### config.mk
export PLATFORM = sky130hd
export DESIGN_NAME = hbridge_gate_sequencer
export DESIGN_NICKNAME = d
export VERILOG_FILES = /design/src/rtl/hbdrv_pkg.sv /design/src/rtl/hbdrv_ctrl.sv /design/src/rtl/hbdrv_timer_bank.sv /design/src/rtl/hbridge_gate_sequencer.sv
export SDC_FILE = /design/constraint.sdc
export NUM_CORES = 1
export LEC_CHECK = 0
export BUFFER_PORTS_ARGS = -buffer_cell sky130_fd_sc_hd__buf_2
export CORE_MARGIN = 5
export CORE_UTILIZATION = 53
export DETAILED_ROUTE_END_ITERATION = 10
export PLACE_DENSITY = 0.76
export SLEW_MARGIN = 0
export SYNTH_ARGS = -nofsm -noshare
export SYNTH_HDL_FRONTEND = slang
export SYNTH_HIERARCHICAL = 1
export SYNTH_SLANG_ARGS = --single-unit
export TNS_END_PERCENT = 100
### constraint.sdc
create_clock -name clk -period 2.03 [get_ports clk]
set_input_delay 0.3045 -clock clk [delete_from_list [all_inputs] [get_ports clk]]
set_output_delay 0.3045 -clock clk [all_outputs]
set_load 0.02 [all_outputs]
### src/rtl/hbdrv_pkg.sv
package hbdrv_pkg;

  localparam int NumGates = 4;

  // Vector view of the request struct: bit0 aLow, bit1 aHigh, bit2 bLow, bit3 bHigh
  localparam logic [NumGates-1:0] HighSideMask = 4'b1010;

  typedef struct packed {
    logic bHigh;
    logic bLow;
    logic aHigh;
    logic aLow;
  } gateReq_t;

endpackage

### src/rtl/hbdrv_ctrl.sv
module hbdrv_ctrl
  import hbdrv_pkg::*;
(
  input  logic     clk,
  input  logic     rstN,
  input  logic     dirIn,
  input  logic     highEn,
  input  logic     disableIn,
  input  logic     underVolt,
  input  logic     refreshReq,
  output gateReq_t gateReq
);

  logic forcedOff;
  assign forcedOff = disableIn || underVolt;

  always_comb begin
    gateReq = '0;
    if (forcedOff) begin
      gateReq = '0;
    end else if (refreshReq) begin
      gateReq.aLow = 1'b1;
      gateReq.bLow = 1'b1;
    end else begin
      gateReq.aHigh = highEn && dirIn;
      gateReq.bLow  = dirIn;
      gateReq.aLow  = !dirIn;
      gateReq.bHigh = highEn && !dirIn;
    end
  end

  // enabled forward diagonal
  assert_diag_fwd_R2: assert property (@(posedge clk) disable iff (!rstN)
    (!forcedOff && !refreshReq && highEn && dirIn) |->
      (gateReq == gateReq_t'{bHigh: 1'b0, bLow: 1'b1, aHigh: 1'b1, aLow: 1'b0}));

  // enabled reverse diagonal
  assert_diag_rev_R3: assert property (@(posedge clk) disable iff (!rstN)
    (!forcedOff && !refreshReq && highEn && !dirIn) |->
      (gateReq == gateReq_t'{bHigh: 1'b1, bLow: 1'b0, aHigh: 1'b0, aLow: 1'b1}));

  // high side blocked
  assert_high_blocked_R4: assert property (@(posedge clk) disable iff (!rstN)
    (!forcedOff && !refreshReq && !highEn) |-> (!gateReq.aHigh && !gateReq.bHigh));

  // requests of one leg never overlap
  assert_req_leg_excl_R7: assert property (@(posedge clk) disable iff (!rstN)
    !(gateReq.aLow && gateReq.aHigh) && !(gateReq.bLow && gateReq.bHigh));

endmodule

### src/rtl/hbdrv_timer_bank.sv
module hbdrv_timer_bank
  import hbdrv_pkg::*;
#(
  parameter int DelayW = 8
) (
  input  logic                clk,
  input  logic                rstN,
  input  gateReq_t            gateReq,
  input  logic [DelayW-1:0]   hiDelay,
  input  logic [DelayW-1:0]   loDelay,
  output logic [NumGates-1:0] gateOut
);

  logic [NumGates-1:0] reqVec;
  assign reqVec = gateReq;

  for (genvar g = 0; g < NumGates; g++) begin : gGate
    localparam bit IsHigh = HighSideMask[g];

    logic [DelayW-1:0] dly;
    logic [DelayW-1:0] cntQ;
    logic              onQ;

    if (IsHigh) begin : gHi
      assign dly = hiDelay;
    end else begin : gLo
      assign dly = loDelay;
    end

    always_ff @(posedge clk) begin
      if (!rstN) begin
        cntQ <= '0;
        onQ  <= 1'b0;
      end else if (!reqVec[g]) begin
        cntQ <= '0;
        onQ  <= 1'b0;
      end else if (!onQ) begin
        if (cntQ >= dly) begin
          onQ <= 1'b1;
        end else begin
          cntQ <= cntQ + 1'b1;
        end
      end
    end

    assign gateOut[g] = onQ;

    // withdrawn request turns the gate off at the next edge
    assert_turnoff_R5: assert property (@(posedge clk) disable iff (!rstN)
      !reqVec[g] |=> !onQ);

    // a gate only turns on from a standing request
    assert_turnon_req_R6: assert property (@(posedge clk) disable iff (!rstN)
      $rose(onQ) |-> $past(reqVec[g]));

    // a withdrawn request discards its partial count
    assert_cancel_R8: assert property (@(posedge clk) disable iff (!rstN)
      !reqVec[g] |=> (cntQ == '0));
  end

  // never both switches of a leg
  assert_leg_excl_R7: assert property (@(posedge clk) disable iff (!rstN)
    !(gateOut[0] && gateOut[1]) && !(gateOut[2] && gateOut[3]));

endmodule

### src/rtl/hbridge_gate_sequencer.sv
module hbridge_gate_sequencer
  import hbdrv_pkg::*;
#(
  parameter int DelayW = 8
) (
  input  logic              clk,
  input  logic              rstN,
  input  logic              dirIn,
  input  logic              highEn,
  input  logic              disableIn,
  input  logic              underVolt,
  input  logic              refreshReq,
  input  logic [DelayW-1:0] hiDelay,
  input  logic [DelayW-1:0] loDelay,
  output logic              aLow,
  output logic              aHigh,
  output logic              bLow,
  output logic              bHigh
);

  gateReq_t            gateReq;
  logic [NumGates-1:0] gateOut;

  hbdrv_ctrl u_ctrl (
    .clk        (clk),
    .rstN       (rstN),
    .dirIn      (dirIn),
    .highEn     (highEn),
    .disableIn  (disableIn),
    .underVolt  (underVolt),
    .refreshReq (refreshReq),
    .gateReq    (gateReq)
  );

  hbdrv_timer_bank #(.DelayW(DelayW)) u_timers (
    .clk     (clk),
    .rstN    (rstN),
    .gateReq (gateReq),
    .hiDelay (hiDelay),
    .loDelay (loDelay),
    .gateOut (gateOut)
  );

  assign aLow  = gateOut[0];
  assign aHigh = gateOut[1];
  assign bLow  = gateOut[2];
  assign bHigh = gateOut[3];

  // disable or undervoltage forces everything off
  assert_forced_off_R1: assert property (@(posedge clk) disable iff (!rstN)
    (disableIn || underVolt) |=> !(aLow || aHigh || bLow || bHigh));

  // refresh keeps both high switches off
  assert_refresh_R9: assert property (@(posedge clk) disable iff (!rstN)
    (refreshReq && !disableIn && !underVolt) |=> (!aHigh && !bHigh));

  // nothing is driven in the first cycle after reset
  assert_reset_off_R10: assert property (@(posedge clk)
    !rstN |=> !(aLow || aHigh || bLow || bHigh));

endmodule

### Yosys cells after proc, flatten, opt, wreduce, memory -nomap -nowiden

Index checks and enable logic that the tools add are counted.

* register bits after elaboration: 36
* bits of input ports: 23
* logic and storage cells: 49

* add/sub/neg operators: 4
* order comparisons: 4
* mux-type cells: 13
* bitwise operators: 8
* reductions and logical operators: 12

Operator list (count)
* 8-bit by 1-bit adder with 8-bit output (second input constant): 4
* 8-bit greater-or-equal comparator: 4
* 2-bit AND reduction: 8
* 1-bit two-way mux: 12
* 1-bit inverter: 8
* 4-bit two-way mux: 1
* 1-bit logical AND: 2
* 1-bit logical NOT: 1
* 1-bit logical OR: 1

### Depth between registers and ports, before layout

Gate-level depths: netlist of run 1.

* depth in word-level cells: 5
* mapped depth: 9
* mapped depth without buffers: 8

### Cells and area by module

The synthesis of run 1 kept the hierarchy.

Modules (own cells, without submodules)
* hbdrv_timer_bank: times used 1, cells an instance 253, area an instance 2298.5 um^2
* hbdrv_ctrl: times used 1, cells an instance 7, area an instance 43.8 um^2

### Worst setup path before layout of run 1

OpenSTA, ideal clock, no wires.

* kind: register to register
* start: register u_timers.gGate[2].cntQ[2]
* end: register u_timers.gGate[2].cntQ[7]
* library setup time: 0.071 ns
* arrival: 2.083 ns
* required time: 1.959 ns
* setup slack: -0.125 ns
* stages on the path, launching flop included: 8
* path buffers: 0
* cells stage by stage: dfxtp_1 ha_1 a211oi_2 o21ai_2 a2111oi_4 nand4_1 or3_1 a21oi_1

* word-level cells in the longest chain between the ends: 3
* elaborated cells between the ends (all ways): 4

RTL lines
* from (decl): RTL line hbdrv_timer_bank.sv:21 `logic [DelayW-1:0] cntQ;`
* from (signal assigned): RTL line hbdrv_timer_bank.sv:41 `cntQ <= cntQ + 1'b1;`
* 8-bit greater-or-equal comparator: RTL line hbdrv_timer_bank.sv:38 `if (cntQ >= dly) begin`
* 1-bit inverter (no line)
* 2-bit AND reduction (no line)

Several ways; a longest one is shown, not always the timed one.
A chain may end at the register's enable or synchronous reset.

### Worst setup path after layout of run 1

Ends and elaborated chain as after synthesis.

==> run summary, run 1 <==
initial antenna violation count -> 0
Worst EP required -> 2.25 ns
DRT antenna net count -> 0
TritonCTS Buffers -> 5
Arr. time, crit path -> 2.24 ns
wl on met1 -> 2.25 mm
clock network latency to the later pin of the worst-skew pair -> 0.29 ns
EDFF count, synth -> 0
synthesized area -> 0.00234 mm^2
Vias/cell -> 5.40
FF+latch count, synth -> 36
post-synth top area share -> 30.8%
H-tree levels -> 2
Root Driver -> clkbuf_8
period utilisation layout -> 99.3%
warnings from Yosys -> 6
Post-synth top flop -> dfxtp_1
critical-path maximum fanout -> 2
IO Pins -> 27
Die X -> 76.5 um
cells taking the most area after synthesis -> dfxtp_1, ha_1, xor2_1
Clock Pin Slew Worst Setup and Hold Paths -> 0.08 ns
nets -> 374
sequential power share -> 51.8%
Worst Tran Pin Value -> 0.379 ns
RSZ-0062 raised after global routing -> yes
CP delay by family, top -> compound AO/OA/AOI/OAI gates
first-pass GRT wire length -> 8.14 mm
GR Overflow Total -> 0
TritonCTS clock tree -> built
port bufs -> 26
Hold Violations, Final -> 0
Gate power share -> 9.2%
Placed Area -> 0.00270 mm^2
worst-path cell chain -> ha_4 > a211oi_2 > o21ai_2 > a2111oi_4 > nand4_1 > or3_1 > a21oi_1
final clock skew -> 0.00909 ns
routed wl met2 -> 2.53 mm
endpoints failing setup -> 0
DP Wirelength -> 3.74 mm
Critical Path Slowest Stage Cell -> a2111oi_4
initial core utilization -> 54.2%
Chip Height -> 76.5 um
worst hold-check path type -> input pin to flip-flop
DR WL/cell -> 13.6 um
Final TNS setup -> 0 ns
largest net degree at the start of global routing -> 12
Tot GR Track Use -> 16.7%
Initial DRC Count -> 77
Clk pwr share -> 39.0%
Pint -> 1.03 mW
n_diodes -> 0
Slew Viols, Final -> 0
worst IR drop on VDD -> 0.367 mV
gpl congestion -> 0.777
Post-route DRC -> 0
1st-pass router iterations -> 4
Finished Cell Area -> 0.00295 mm^2
mean post-synth cell area -> 9.01 um^2
Mapped Nets -> 319
Bufs and invs on worst path -> 0
fmax -> 0.496 GHz
max layer used -> met4
final WL -> 5.02 mm
Core ar. -> 0.00432 mm^2
crit end category -> flip-flop
Worst path max stage delay -> 0.41 ns
area leader, netlist -> dfxtp_1
switching share of power -> 24.1%
Max Root-Sink Buffers -> 2
post-synthesis cell type count -> 34
Mapped Cells -> 260
CP Class -> flip-flop to flip-flop
outcome -> finished, final reports clean
sw power -> 0.329 mW
Layout area overhead -> 26.0%
met3 WL post-DR -> 170 um
vias in the first global route -> 1914
Setup crit start kind -> flip-flop
Die Area -> 0.00585 mm^2
Slew HR -> 74.7%
Max-Cap Viols -> 0
Seq/Total Area, Yosys -> 30.8%
async set or reset register ratio after synthesis -> 0%
Pwr Density -> 462 mW/mm^2
CTS sink cnt -> 36
Final min period -> 2.01 ns
FP Rows -> 24
share of layout cells above drive strength 1 -> 31.3%
P_leak -> 1.34 nW
Via Count -> 1987
## power by group through the flow
| stage | clock [mW] | combinational, mW | sequential, mW |
|---|---|---|---|
| 2_1_floorplan | 0 | 0.0648 | 0.725 |
| 3_3_place_gp | 0 | 0.109 | 0.725 |
| 3_5_place_dp | 0 | 0.112 | 0.725 |
| 4_1_cts | 0.543 | 0.113 | 0.708 |
| 5_1_grt | 0.576 | 0.143 | 0.706 |
| 6_report | 0.532 | 0.125 | 0.706 |
## per-stage QoR
step	util, %	cells	total power, mW	setup WS, ns	hold WS [ns]
global placement	62.4	355	0.834	-0.0783	0.479
detailed placement	62.4	355	0.837	-0.127	0.486
global route	68.3	368	1.43	-0.0607	0.469
finish	68.3	368	1.36	0.0151	0.441
floorplan	-	260	0.790	-0.0947	0.462
CTS	64.7	364	1.36	0.00777	0.445
## path summary, 6_finish.rpt
| path | startpoint | to | slack, ns | cells past startpoint |
|---|---|---|---|---|
| setup reg to reg | u_timers/gGate[2].cntQ[2] | u_timers/gGate[2].cntQ[7] | 0.02 | 7 |
| setup / recovery | u_timers/gGate[2].cntQ[2] | u_timers/gGate[2].cntQ[7] | 0.02 | 7 |
| hold / removal | rstN | u_timers/gGate[0].cntQ[7] | 0.44 | 3 |
| hold reg to reg | u_timers/gGate[2].cntQ[7] | u_timers/gGate[2].cntQ[7] | 0.51 | 2 |
## area by class of cell
type | count | area (um^2)
tap | 52 | 65.1
inverter | 18 | 67.6
clock buffer | 6 | 82.6
sequential | 36 | 741
clock inverter | 2 | 10.0
multi-input combinational | 201 | 1650
fill | 359 | 1370
timing repair buffer | 53 | 337
## cell usage after synthesis, types with 3 or more instances
library cell and number:
dfxtp_1 36, ha_1 36, nor2_1 36, inv_1 18, xor2_1 16, nand3_1 13
nand2_1 12, nand4_1 11, and3_1 9, o21ai_0 9, a21oi_1 7, xnor2_1 6
mux2i_1 5, nor2b_1 5, or3_1 5, and2_1 4, and4_1 4, buf_4 4
a2111oi_4 3, a211oi_1 3
## layer usage
layer  vias up  global-route usage, %
li1       1029                      -
met4         0                   5.24
met2        29                   28.9
met5         -                      0
met1       922                   20.2
met3         7                   3.90
## repair_timing
item | CTS | global route
hold buffers | 0 | 0
endpoints found under the setup margin | 4 | 25
gates resized for setup | 2 | 31
setup buffers | 1 | 4
pin swaps | 0 | 21
cloned | 0 | 0
## layout by cell type (no fill, tap or decap), types with 8 or more instances in the layout
| master | n |
|---|---|
| xor2_1 | 16 |
| buf_4 | 26 |
| nor2_1 | 35 |
| and3_1 | 8 |
| nand2_1 | 11 |
| inv_1 | 16 |
| buf_2 | 26 |
| nand4_1 | 11 |
| dfxtp_1 | 26 |
| nand3_1 | 13 |
| ha_1 | 30 |
## sequential cells by signal (all words and copies together), names as in the netlist
signal and flops:
u_timers/gGate.cntQ 32, u_timers/gGate.onQ 4
## worst register-to-register path, cell delays in order (launching register included)
cell and delay, ns:
dfxtp_4 0.35, ha_4 0.22, a211oi_2 0.23, o21ai_2 0.10, a2111oi_4 0.41, nand4_1 0.16, or3_1 0.34, a21oi_1 0.14
## cell families (layout without fill, tap and decap cells)
family                     after synthesis  in the layout  share of synthesized area, %
and+or+nand+nor                        106            106                          23.2
adders and majority gates               36             36                          19.2
DFF                                     36             36                          30.8
AOI/OAI and AO/OA                       32             32                          12.1
buffers and inverters                   23             79                          4.33
xor gates and xnor gates                22             22                          8.23
muxes                                    5              5                          2.14
Power figures use the tool's default switching activity.
==> run 2, diff against run 1 <==
--- a/config.mk
+++ b/config.mk
@@ -7,7 +7,7 @@
 export LEC_CHECK = 0
 export BUFFER_PORTS_ARGS = -buffer_cell sky130_fd_sc_hd__buf_2
 export CORE_MARGIN = 5
-export CORE_UTILIZATION = 53
+export CORE_UTILIZATION = 55
 export DETAILED_ROUTE_END_ITERATION = 10
 export PLACE_DENSITY = 0.76
 export SLEW_MARGIN = 0
==> constraint.sdc (replaced) <==
create_clock -name clk -period 2.25 [get_ports clk]
set_input_delay 0.3375 -clock clk [delete_from_list [all_inputs] [get_ports clk]]
set_output_delay 0.3375 -clock clk [all_outputs]
set_load 0.02 [all_outputs]
==> run summary, run 2 (synthesized netlist as in run 1, its figures left out) <==
outcome -> finished, final reports clean
final WL -> 4.58 mm
Reg2Reg Depth -> 7
Finished Cell Area -> 0.00267 mm^2
Chip Height -> 75.3 um
Slew Viols, Final -> 0
fmax -> 0.481 GHz
Die Area -> 0.00566 mm^2
H-tree levels -> 2
n_diodes -> 0
vias in the first global route -> 1893
min-delay src -> rstN
GR Overflow Total -> 0
hold_buf cts -> 0
Via Count -> 1922
Clk pwr share -> 39.9%
Pint -> 0.955 mW
R2R setup slack -> 0.17 ns
final clock skew -> 0.00291 ns
port bufs -> 26
P_leak -> 1.24 nW
Worst EP required -> 2.46 ns
Arr. time, crit path -> 2.29 ns
sequential power share -> 52.3%
Final TNS setup -> 0 ns
Top Registers -> u_timers/gGate.cntQ: 32 flops, u_timers/gGate.onQ: 4 flops
Core ar. -> 0.00406 mm^2
Hold Violations, Final -> 0
switching share of power -> 22.0%
Crit Reg-Reg Endpoint -> u_timers/gGate[1].cntQ[4]
1st-pass router iterations -> 4
Worst Tran Pin Value -> 0.374 ns
Gate power share -> 7.8%
FP Rows -> 23
worst hold-check path type -> input pin to flip-flop
Hold Path Sink -> u_timers/gGate[0].cntQ[3]
worst reg2reg path startpoint -> u_timers/gGate[1].cntQ[2]
critical-path maximum fanout -> 6
Setup crit start kind -> flip-flop
Final min period -> 2.08 ns
clock network latency to the later pin of the worst-skew pair -> 0.28 ns
CP Class -> flip-flop to flip-flop
TritonCTS clock tree -> built
Placed Area -> 0.00257 mm^2
Tot GR Track Use -> 18.4%
IO Pins -> 27
Critical Path Slowest Stage Cell -> dfxtp_1
worst-path cell chain -> ha_1 > a211o_1 > a31oi_1 > o31a_1 > nand2_1 > or3_1 > a21oi_1
Clock Pin Slew Worst Setup and Hold Paths -> 0.07 ns
Max Root-Sink Buffers -> 2
Vias/cell -> 5.54
max FFs per register -> 32
initial antenna violation count -> 0
number of post-CTS setup repair buffers -> 0
largest net degree at the start of global routing -> 11
Post-route DRC -> 0
DP Wirelength -> 3.69 mm
Worst path max stage delay -> 0.42 ns
Pwr Total -> 1.22 mW
Layout area overhead -> 13.8%
RSZ-0062 raised after global routing -> no
DR WL/cell -> 13.2 um
WHS Path Cells -> 3
crit end category -> flip-flop
nets -> 356
sw power -> 0.270 mW
largest register by flop count -> u_timers/gGate.cntQ
Die X -> 75.3 um
DRT antenna net count -> 0
initial core utilization -> 57.7%
CTS resizes -> 0
Pwr Density -> 460 mW/mm^2
share of layout cells above drive strength 1 -> 16.8%
gpl congestion -> 0.839
CTS sink cnt -> 36
Slew HR -> 75.1%
Max-Cap Viols -> 0
worst IR drop on VDD -> 0.227 mV
commonest non-fill, non-tap cells in the layout -> nor2_1, ha_1, dfxtp_1
endpoints failing setup -> 0
Initial DRC Count -> 73
TritonCTS Buffers -> 5
Root Driver -> clkbuf_8
first-pass GRT wire length -> 7.96 mm
period utilisation layout -> 92.5%
[run 2: changes by cell type in the layout (fill, tap and decap cells not counted), moves of 6 or more]
cell and change:
buf_4 -17, dfxtp_1 +10, dfxtp_2 -7, ha_1 +6, ha_4 -6
[run 2: power groups by stage]
stage          logic [mW]  registers [mW]  clock network [mW]
2_1_floorplan      0.0562           0.655                   0
3_3_place_gp       0.0921           0.655                   0
3_5_place_dp       0.0955           0.655                   0
4_1_cts            0.0961           0.641               0.504
5_1_grt             0.112           0.641               0.528
6_report           0.0952           0.641               0.489
[run 2: metal layers]
metal | vias up | track usage, % | part of all wire, % | wire length (um)
met5 | - | 0 | 0 | 0
met4 | 0 | 8.54 | 1.7 | 76
met3 | 6 | 3.87 | 4.3 | 197
met2 | 33 | 33.4 | 51 | 2330
met1 | 888 | 20.5 | 43 | 1970
li1 | 995 | - | - | -
[run 2: how the worst max path moves through the flow]
| stage | cells past startpoint | to | from |
|---|---|---|---|
| finish | 7 | u_timers/gGate[1].cntQ[4] | u_timers/gGate[1].cntQ[2] |
| global route | 7 | u_timers/gGate[0].cntQ[7] | u_timers/gGate[0].cntQ[1] |
| CTS | 7 | u_timers/gGate[2].cntQ[7] | u_timers/gGate[2].cntQ[5] |
| detailed placement | 9 | u_timers/gGate[1].cntQ[4] | hiDelay[6] |
| global placement | 10 | u_timers/gGate[3].cntQ[5] | hiDelay[2] |
| floorplan | 8 | u_timers/gGate[2].cntQ[7] | loDelay[2] |
[run 2: worst max-delay path, delay by kind of cell (launching register included)]
kind / cells / cell delay [ns]
AO/OA/AOI/OAI: 4 / 0.82
AND/OR/NAND/NOR: 2 / 0.50
flip-flops: 1 / 0.42
adder cells (fa/ha/maj): 1 / 0.27
[run 2: area by class of cell]
| cell class | count | area, um^2 |
|---|---|---|
| Sequential cell | 36 | 721 |
| Inverter | 18 | 67.6 |
| Clock buffer | 7 | 96.3 |
| Timing Repair Buffer | 35 | 198 |
| Multi-Input combinational cell | 201 | 1520 |
| Tap cell | 50 | 62.6 |
| Fill cell | 337 | 1390 |
[run 2: per-stage QoR]
| step | utilization, % | hold slack, ns | cells | worst slack [ns] |
|---|---|---|---|---|
| floorplan | - | 0.462 | 260 | 0.0952 |
| detailed placement | 63.3 | 0.490 | 340 | 0.0651 |
| global route | 65.7 | 0.504 | 347 | 0.0143 |
| global placement | 63.3 | 0.482 | 340 | 0.105 |
| finish | 65.7 | 0.491 | 347 | 0.169 |
| CTS | 65.7 | 0.490 | 347 | 0.156 |
